**config.mk**
```make
export PLATFORM = sky130hd
export DESIGN_NAME = pio_edge_ctrl
export DESIGN_NICKNAME = d
export VERILOG_FILES = /design/src/rtl/pio_pkg.sv /design/src/rtl/pio_sync.sv /design/src/rtl/pio_edge_status.sv /design/src/rtl/pio_regs.sv /design/src/rtl/pio_irq_map.sv /design/src/rtl/pio_edge_ctrl.sv
export SDC_FILE = /design/constraint.sdc
export NUM_CORES = 1
export LEC_CHECK = 0
export CORE_ASPECT_RATIO = 1.1
export CORE_MARGIN = 5
export CORE_UTILIZATION = 50
export CTS_BUF_LIST = sky130_fd_sc_hd__clkbuf_8
export DETAILED_ROUTE_END_ITERATION = 8
export PLACE_DENSITY = 0.78
export SYNTH_ARGS = -nofsm -noshare
export SYNTH_HDL_FRONTEND = slang
export SYNTH_SLANG_ARGS = --single-unit
```
**constraint.sdc**
```tcl
create_clock -name clk -period 1.4 [get_ports clk]
set_input_delay 0.28 -clock clk [delete_from_list [all_inputs] [get_ports clk]]
set_output_delay 0.28 -clock clk [all_outputs]
set_load 0.1 [all_outputs]
```
**src/rtl/pio_pkg.sv**
```systemverilog
package pio_pkg;

   localparam int unsigned BUS_W = 32;
   localparam int unsigned ADDR_W = 5;

   typedef enum logic [2:0] {
      REG_LEVEL = 3'd0,
      REG_DIR   = 3'd1,
      REG_SET   = 3'd2,
      REG_CLR   = 3'd3,
      REG_RISE  = 3'd4,
      REG_FALL  = 3'd5,
      REG_STAT  = 3'd6,
      REG_ALT   = 3'd7
   } pio_reg_e;

endpackage

```
**src/rtl/pio_sync.sv**
```systemverilog
// Multi-stage resynchroniser for asynchronous pad inputs.
module pio_sync #(
   parameter int unsigned W      = 28,
   parameter int unsigned STAGES = 2
) (
   input  logic         clk,
   input  logic         rst_n,
   input  logic [W-1:0] d_i,
   output logic [W-1:0] q_o
);

   generate
      if (STAGES == 0) begin : g_bypass
         assign q_o = d_i;
      end else begin : g_chain
         logic [STAGES-1:0][W-1:0] ff_q;
         always_ff @(posedge clk or negedge rst_n) begin
            if (!rst_n) begin
               ff_q <= '0;
            end else begin
               ff_q[0] <= d_i;
               for (int s = 1; s < int'(STAGES); s++) begin
                  ff_q[s] <= ff_q[s-1];
               end
            end
         end
         assign q_o = ff_q[STAGES-1];
      end
   endgenerate

endmodule

```
**src/rtl/pio_edge_status.sv**
```systemverilog
// Per-pin edge detector feeding a sticky, write-one-to-clear status register.
module pio_edge_status #(
   parameter int unsigned W = 28
) (
   input  logic         clk,
   input  logic         rst_n,
   input  logic [W-1:0] sync_i,
   input  logic [W-1:0] rise_en_i,
   input  logic [W-1:0] fall_en_i,
   input  logic         clr_stb_i,
   input  logic [W-1:0] clr_mask_i,
   output logic [W-1:0] event_o,
   output logic [W-1:0] status_o
);

   logic [W-1:0] prev_q;
   logic [W-1:0] status_q;
   logic [W-1:0] clr_eff;

   generate
      for (genvar i = 0; i < int'(W); i++) begin : g_bit
         assign event_o[i] = (rise_en_i[i] &  sync_i[i] & ~prev_q[i]) |
                             (fall_en_i[i] & ~sync_i[i] &  prev_q[i]);
      end
   endgenerate

   assign clr_eff = clr_stb_i ? clr_mask_i : '0;

   always_ff @(posedge clk or negedge rst_n) begin
      if (!rst_n) begin
         prev_q   <= '0;
         status_q <= '0;
      end else begin
         prev_q   <= sync_i;
         // a fresh edge takes priority over a simultaneous clear
         status_q <= (status_q & ~clr_eff) | event_o;
      end
   end

   assign status_o = status_q;

endmodule

```
**src/rtl/pio_regs.sv**
```systemverilog
// Register file: direction, output latch with set/clear strobes, edge enables, alternate word.
module pio_regs
   import pio_pkg::*;
#(
   parameter int unsigned W = 28
) (
   input  logic             clk,
   input  logic             rst_n,
   input  logic             wr_i,
   input  pio_reg_e         idx_i,
   input  logic [BUS_W-1:0] wdata_i,
   input  logic [W-1:0]     level_i,
   input  logic [W-1:0]     status_i,
   output logic [BUS_W-1:0] rdata_o,
   output logic [W-1:0]     dir_o,
   output logic [W-1:0]     out_o,
   output logic [W-1:0]     rise_o,
   output logic [W-1:0]     fall_o,
   output logic [W-1:0]     alt_o,
   output logic             clr_stb_o,
   output logic [W-1:0]     clr_mask_o
);

   logic [W-1:0] wd;
   logic         wdata_unused;
   logic [W-1:0] dir_q, out_q, rise_q, fall_q, alt_q;
   logic [W-1:0] rd_val;

   assign wd           = wdata_i[W-1:0];
   assign wdata_unused = ^wdata_i;

   always_ff @(posedge clk or negedge rst_n) begin
      if (!rst_n) begin
         dir_q  <= '0;
         out_q  <= '0;
         rise_q <= '0;
         fall_q <= '0;
         alt_q  <= '0;
      end else if (wr_i) begin
         case (idx_i)
            REG_DIR:  dir_q  <= wd;
            REG_SET:  out_q  <= out_q | wd;
            REG_CLR:  out_q  <= out_q & ~wd;
            REG_RISE: rise_q <= wd;
            REG_FALL: fall_q <= wd;
            REG_ALT:  alt_q  <= wd;
            default:  ;
         endcase
      end
   end

   assign clr_stb_o  = wr_i && (idx_i == REG_STAT);
   assign clr_mask_o = wd;

   always_comb begin
      case (idx_i)
         REG_LEVEL: rd_val = level_i;
         REG_DIR:   rd_val = dir_q;
         REG_SET:   rd_val = out_q;
         REG_CLR:   rd_val = '0;
         REG_RISE:  rd_val = rise_q;
         REG_FALL:  rd_val = fall_q;
         REG_STAT:  rd_val = status_i;
         REG_ALT:   rd_val = alt_q;
         default:   rd_val = '0;
      endcase
      rdata_o          = '0;
      rdata_o[W-1:0]   = rd_val;
   end

   assign dir_o  = dir_q;
   assign out_o  = out_q;
   assign rise_o = rise_q;
   assign fall_o = fall_q;
   assign alt_o  = alt_q;

endmodule

```
**src/rtl/pio_irq_map.sv**
```systemverilog
// Splits status into dedicated lines for low pins and one OR-combined line for the rest.
module pio_irq_map #(
   parameter int unsigned W      = 28,
   parameter int unsigned DIRECT = 11
) (
   input  logic [W-1:0]      status_i,
   output logic [DIRECT-1:0] irq_line_o,
   output logic              irq_shared_o
);

   generate
      for (genvar i = 0; i < int'(DIRECT); i++) begin : g_direct
         assign irq_line_o[i] = status_i[i];
      end
      if (DIRECT < W) begin : g_shared
         assign irq_shared_o = |status_i[W-1:DIRECT];
      end else begin : g_no_shared
         assign irq_shared_o = 1'b0;
      end
   endgenerate

endmodule

```
**src/rtl/pio_edge_ctrl.sv**
```systemverilog
// Top level of the edge-detecting GPIO controller.
module pio_edge_ctrl
   import pio_pkg::*;
#(
   parameter int unsigned NUM_PINS       = 28,
   parameter int unsigned NUM_DIRECT_IRQ = 11,
   parameter int unsigned SYNC_STAGES    = 2
) (
   input  logic                      clk,
   input  logic                      rst_n,
   input  logic                      bus_wr,
   input  logic [ADDR_W-1:0]         bus_addr,
   input  logic [BUS_W-1:0]          bus_wdata,
   output logic [BUS_W-1:0]          bus_rdata,
   input  logic [NUM_PINS-1:0]       pin_in,
   output logic [NUM_PINS-1:0]       pin_out,
   output logic [NUM_PINS-1:0]       pin_oe,
   output logic [NUM_DIRECT_IRQ-1:0] irq_line,
   output logic                      irq_shared
);

   localparam int unsigned W = NUM_PINS;

   generate
      if (NUM_PINS < 1 || NUM_PINS > BUS_W) begin : g_bad_pins
         $error("NUM_PINS must lie between 1 and the bus width");
      end
      if (NUM_DIRECT_IRQ < 1 || NUM_DIRECT_IRQ > NUM_PINS) begin : g_bad_irq
         $error("NUM_DIRECT_IRQ must lie between 1 and NUM_PINS");
      end
   endgenerate

   pio_reg_e     reg_idx;
   logic         addr_lo_unused;
   logic [W-1:0] sync_lvl;
   logic [W-1:0] edge_ev;
   logic [W-1:0] stat_q;
   logic [W-1:0] dir_q, out_q, rise_en_q, fall_en_q, alt_q;
   logic         clr_stb;
   logic [W-1:0] clr_mask;

   assign reg_idx        = pio_reg_e'(bus_addr[4:2]);
   assign addr_lo_unused = ^bus_addr[1:0];

   pio_sync #(.W(W), .STAGES(SYNC_STAGES)) u_sync (
      .clk   (clk),
      .rst_n (rst_n),
      .d_i   (pin_in),
      .q_o   (sync_lvl)
   );

   pio_regs #(.W(W)) u_regs (
      .clk        (clk),
      .rst_n      (rst_n),
      .wr_i       (bus_wr),
      .idx_i      (reg_idx),
      .wdata_i    (bus_wdata),
      .level_i    (sync_lvl),
      .status_i   (stat_q),
      .rdata_o    (bus_rdata),
      .dir_o      (dir_q),
      .out_o      (out_q),
      .rise_o     (rise_en_q),
      .fall_o     (fall_en_q),
      .alt_o      (alt_q),
      .clr_stb_o  (clr_stb),
      .clr_mask_o (clr_mask)
   );

   pio_edge_status #(.W(W)) u_edge (
      .clk        (clk),
      .rst_n      (rst_n),
      .sync_i     (sync_lvl),
      .rise_en_i  (rise_en_q),
      .fall_en_i  (fall_en_q),
      .clr_stb_i  (clr_stb),
      .clr_mask_i (clr_mask),
      .event_o    (edge_ev),
      .status_o   (stat_q)
   );

   pio_irq_map #(.W(W), .DIRECT(NUM_DIRECT_IRQ)) u_irq (
      .status_i     (stat_q),
      .irq_line_o   (irq_line),
      .irq_shared_o (irq_shared)
   );

   assign pin_out = out_q;
   assign pin_oe  = dir_q;

endmodule

```
# Yosys cells after proc, flatten, opt, wreduce, memory -nomap -nowiden
# Index checks and enable logic that the tools add are counted.
[classes]
n_eq_ne = 7
mux = 3
bitwise_logic = 202
reduce_logical = 9
[op_table]
columns = ["operator", "n"]
rows = [
  ["$pmux 28 s8", 1],
  ["$and 1x1->1", 112],
  ["$and 28x28->28", 2],
  ["$not 1->1", 56],
  ["$not 28->28", 2],
  ["$or 28x28->28", 2],
  ["$pmux 28 s2", 1],
  ["$mux 28", 1],
  ["$or 1x1->1", 28],
  ["$reduce_or 17->1", 1],
  ["$eq 3x3->1 const B", 4],
  ["$reduce_and 2->1", 5],
  ["$eq 3x2->1 const B", 2],
  ["$eq 3x1->1 const B", 1],
  ["$logic_not 3->1", 1],
  ["$reduce_bool 2->1", 1],
  ["$logic_and 1x1->1", 1],
]
[word_totals]
wordCells = 230
input_bits = 68
regBits = 252
output_inout_bits = 100

# Depth between registers and ports, before layout
[depth]
depth_word = 6
depth_mapped = 7
ltp_nobuf = 4

# Cells and area by module
# Synthesis repeated with hierarchy kept, for this count alone.
[unflattened]
hier_cells = 981
hier_area_um2 = 11680.0
[by_module_without_submodules]
columns = ["module", "seq_area_each_um2", "area_per_inst_um2", "cells_each", "instances"]
rows = [
  ["pio_regs", 3503.4, 7468.4, 681, 1],
  ["pio_edge_status", 1401.3, 2481.1, 199, 1],
  ["pio_sync", 1401.3, 1611.5, 84, 1],
  ["pio_irq_map", 0.0, 118.9, 17, 1],
]

# Least setup slack after synthesis
# Ideal clock, no wire load.
[synth_timing]
path_kind = "register -> output"
from = "register u_regs.dir_q[10], in the netlist u_regs.dir_o[10]"
to = "output bus_rdata[10]"
path_stages_with_launch = 5
required_time_ps = 1120
t_arrival_ps = 2908
path_slack_ps = -1788
path_buffers = 0
cell_sequence = "dfrtp_1 > mux2i_1 > o211ai_1 > o311ai_1 > a21oi_1"
[synth_via]
elab_chain_cells = 1
[synth_rtl]
columns = ["element", "line_no", "text"]
rows = [
  ["start: declaration", "pio_regs.sv:26", "logic [W-1:0] dir_q, out_q, rise_q, fall_q, alt_q;"],
  ["start signal: assignment", "pio_regs.sv:41", "REG_DIR: dir_q <= wd;"],
  ["$pmux 28 s8", "pio_regs.sv:56", "case (idx_i)"],
  ["end: declaration", "pio_edge_ctrl.sv:14", "output logic [BUS_W-1:0] bus_rdata,"],
]
# Every way passes these cells.

# Worst setup path after layout
[layout_timing]
from = "register u_edge.status_q[14], in the netlist u_edge.status_o[14]"
to = "output irq_shared"
[layout_via]
elab_chain_cells = 1
[layout_rtl]
columns = ["element", "line_no", "text"]
rows = [
  ["start: declaration", "pio_edge_status.sv:17", "logic [W-1:0] status_q;"],
  ["start signal: assignment", "pio_edge_status.sv:36", "status_q <= (status_q & ~clr_eff) | event_o;"],
  ["$reduce_or 17->1", "pio_irq_map.sv:16", "assign irq_shared_o = |status_i[W-1:DIRECT];"],
  ["end: declaration", "pio_edge_ctrl.sv:19", "output logic irq_shared"],
]
# Every way passes these cells.

==> flow_metrics.tcl <==
set metrics [dict create \
    run_status "complete, but fails checks" \
    cts_made_buffers 42 \
    yosysTopAreaCell "dfrtp_1" \
    yosys.cell_count.top_type "dfrtp_1" \
    diodes 0 \
    area_delta_synth_final_pct 54.1 \
    cts.sinks 252 \
    fin_cells 1519 \
    cts_root_buf "clkbuf_8" \
    hpwl_microns 20700 \
    routed_via_density 5.63 \
    antenna_found_initial 1 \
    path_max_fanout 2 \
    slew_violations 0 \
    core_sq_um 21200 \
    rows 56 \
    skew_ns 0.0105 \
    die_w_microns 149 \
    nets 1264 \
    final_antenna_net_count 0 \
    htreeDepth 2 \
    dp_cells 1431 \
    yosys_warnings 0 \
    maxCapViolCount 0 \
    synthTopCellsByArea "dfrtp_1 59%, mux2_2 9.8%, nand2_1 6.0%, mux2i_1 3.9%, o211ai_1 2.7%" \
    endpoint_kind "output port" \
    fin_setup_tns_ns -26.73 \
    path_clk_slew_ns 0.06 \
    layout_setup_ws_ns -0.973 \
    min_period_over_period_pct 170 \
    grt-ovfl-total 0 \
    wl_per_cell_microns 20.9 \
    ir_drop_v 0.00129 \
    synth_edf_count 0 \
    arrival_ns 2.09 \
    grt_pass1_wl_microns 49900 \
    mappedNetlistArea_sq_um 10700 \
    grt_max_degree 64 \
    drc_errors 0 \
    rsz0062_at_grt "true" \
    wl_microns 31700 \
    drtIter0Drc 593 \
    drive_gt1_share_pct 45.1 \
    startpoint_type "register" \
    yosysUniqueCellTypes 44 \
    grt_usage_pct 25.9 \
    fin_area_sq_um 16500 \
    power_density_nw_per_um2 1630 \
    finalSetupViolCount 96 \
    async_reset_ff_share_pct 100 \
    cts_tree "done" \
    port_buffers 157 \
    hold_viol_final 0 \
    post-route-util_pct 77.9 \
    failed_checks "setup timing" \
    die_h_microns 163 \
    fillerInstances 1216 \
    finalCriticalPeriod_ns 2.37 \
    cp_data_required_time_ns 1.12 \
    synth_seq_cells 252 \
    syn_avg_cell_area_sq_um 12.0 \
    grt_pass1_vias 9353 \
    fmax_mhz 421 \
    start_util_pct 50.5 \
    critical_path_class "reg2out" \
    synthFlopType "dfrtp_1" \
    place_ws_ns -0.653 \
    insertion_delay_ns 0.53 \
    synth_top_area_share_pct 59.0 \
    clock_path_buffers 3 \
    p_leak_nw 7.12 \
    netlist_top_cells_count "252 x dfrtp_1, 172 x nand2_1, 93 x mux2_2" \
    die_area_sq_um 24400 \
    vias 8559 \
    place_area_sq_um 15000 \
    num_io_pins 168 \
    yosysSeqAreaShare_pct 59.0 \
    synth_cells 889 \
    gp_congestion 0.868 \
    hold_class "in2reg" \
    drt_pass1_iterations 5 \
]
==> worst paths after layout <==
check | from | to | slack, ns | cells after the start
max | u_edge.status_o[14]$_DFF_PN0_ | irq_shared | -0.97 | 5
max in group asynchronous | rst_n | async pin | 0.57 | 3
min in group asynchronous | rst_n | u_regs.fall_o[9]$_DFFE_PN0P_ | 0.19 | 2
min reg2reg | u_sync.g_chain.ff_q[24]$_DFF_PN0_ | u_sync.q_o[24]$_DFF_PN0_ | 0.34 | 0
min | bus_addr[2] | register | 0.14 | 2
max reg2reg | u_regs.dir_o[23]$_DFFE_PN0P_ | u_regs.dir_o[23]$_DFFE_PN0P_ | 0.18 | 4
==> stage by stage <==
stage	hold slack [ns]	total power, mW
after detailed placement	0.145	19.6
after global placement	0.143	19.3
after floorplan	-0.0156	15.2
final	0.140	26.9
after CTS	0.156	26.8
after global routing	0.128	27.9
==> layout make-up <==
| cell class | instances | area, sq um | area share [%] |
|---|---|---|---|
| Clock buffer | 58 | 798 | 4.85 |
| Multi-Input combinational cell | 569 | 4460 | 27.1 |
| Sequential cell | 252 | 6460 | 39.2 |
| Inverter | 10 | 37.5 | 0.228 |
| Clock inverter | 19 | 104 | 0.630 |
| Tap cell | 290 | 363 | 2.20 |
| Timing Repair Buffer | 321 | 4250 | 25.8 |
==> per-layer routing <==
metal	global-route usage, %	wire length, microns
met5	0	19
met4	9.78	848
met3	5.97	2030
met2	44.8	16400
met1	31.6	12500
==> critical path, stage by stage (launching register included) <==
cell	delay, ns
dfrtp_1	0.40
nor4_2	0.26
buf_4	0.14
nand4_1	0.12
or4_4	0.47
buf_12	0.18
==> cells by family after synthesis <==
group | synth area share [%]
buffers and inverters | 4.23
AOI/OAI and AO/OA | 11.0
DFF | 59.0
other | 0.0351
and+or+nand+nor | 10.5
muxes | 15.3
==> cells in the final DEF, fill, tap and decap left out, types with 28 or more instances in the layout <==
master,netlist,final
buf_4,28,81
nand2_1,172,169
mux2i_1,42,37
buf_6,5,64
buf_12,0,116
o211ai_1,39,39
dfrtp_1,252,196
dfrtp_4,0,33
clkbuf_8,0,58
mux2_2,93,93
clkdlybuf4s50_1,0,57
nand3b_1,28,28
o21ai_0,54,45
==> repair_timing <==
item / CTS / global route
buffers inserted: 5 / 24
endpoints found under the hold margin: 252 / 0
resized for setup: 92 / 41
gates cloned: 0 / 0
endpoints found under the setup margin: 96 / 96
hold buffers: 1 / 0
pin swaps: 26 / 12
==> report_power, final <==
group          switching [mW]  internal [mW]  leakage, nW
Clock                    2.93           3.86        0.519
Sequential              0.945           8.56         2.88
Combinational            6.16           4.43         3.72
Total                    10.0           16.8         7.12
Power figures use the tool's default switching activity.
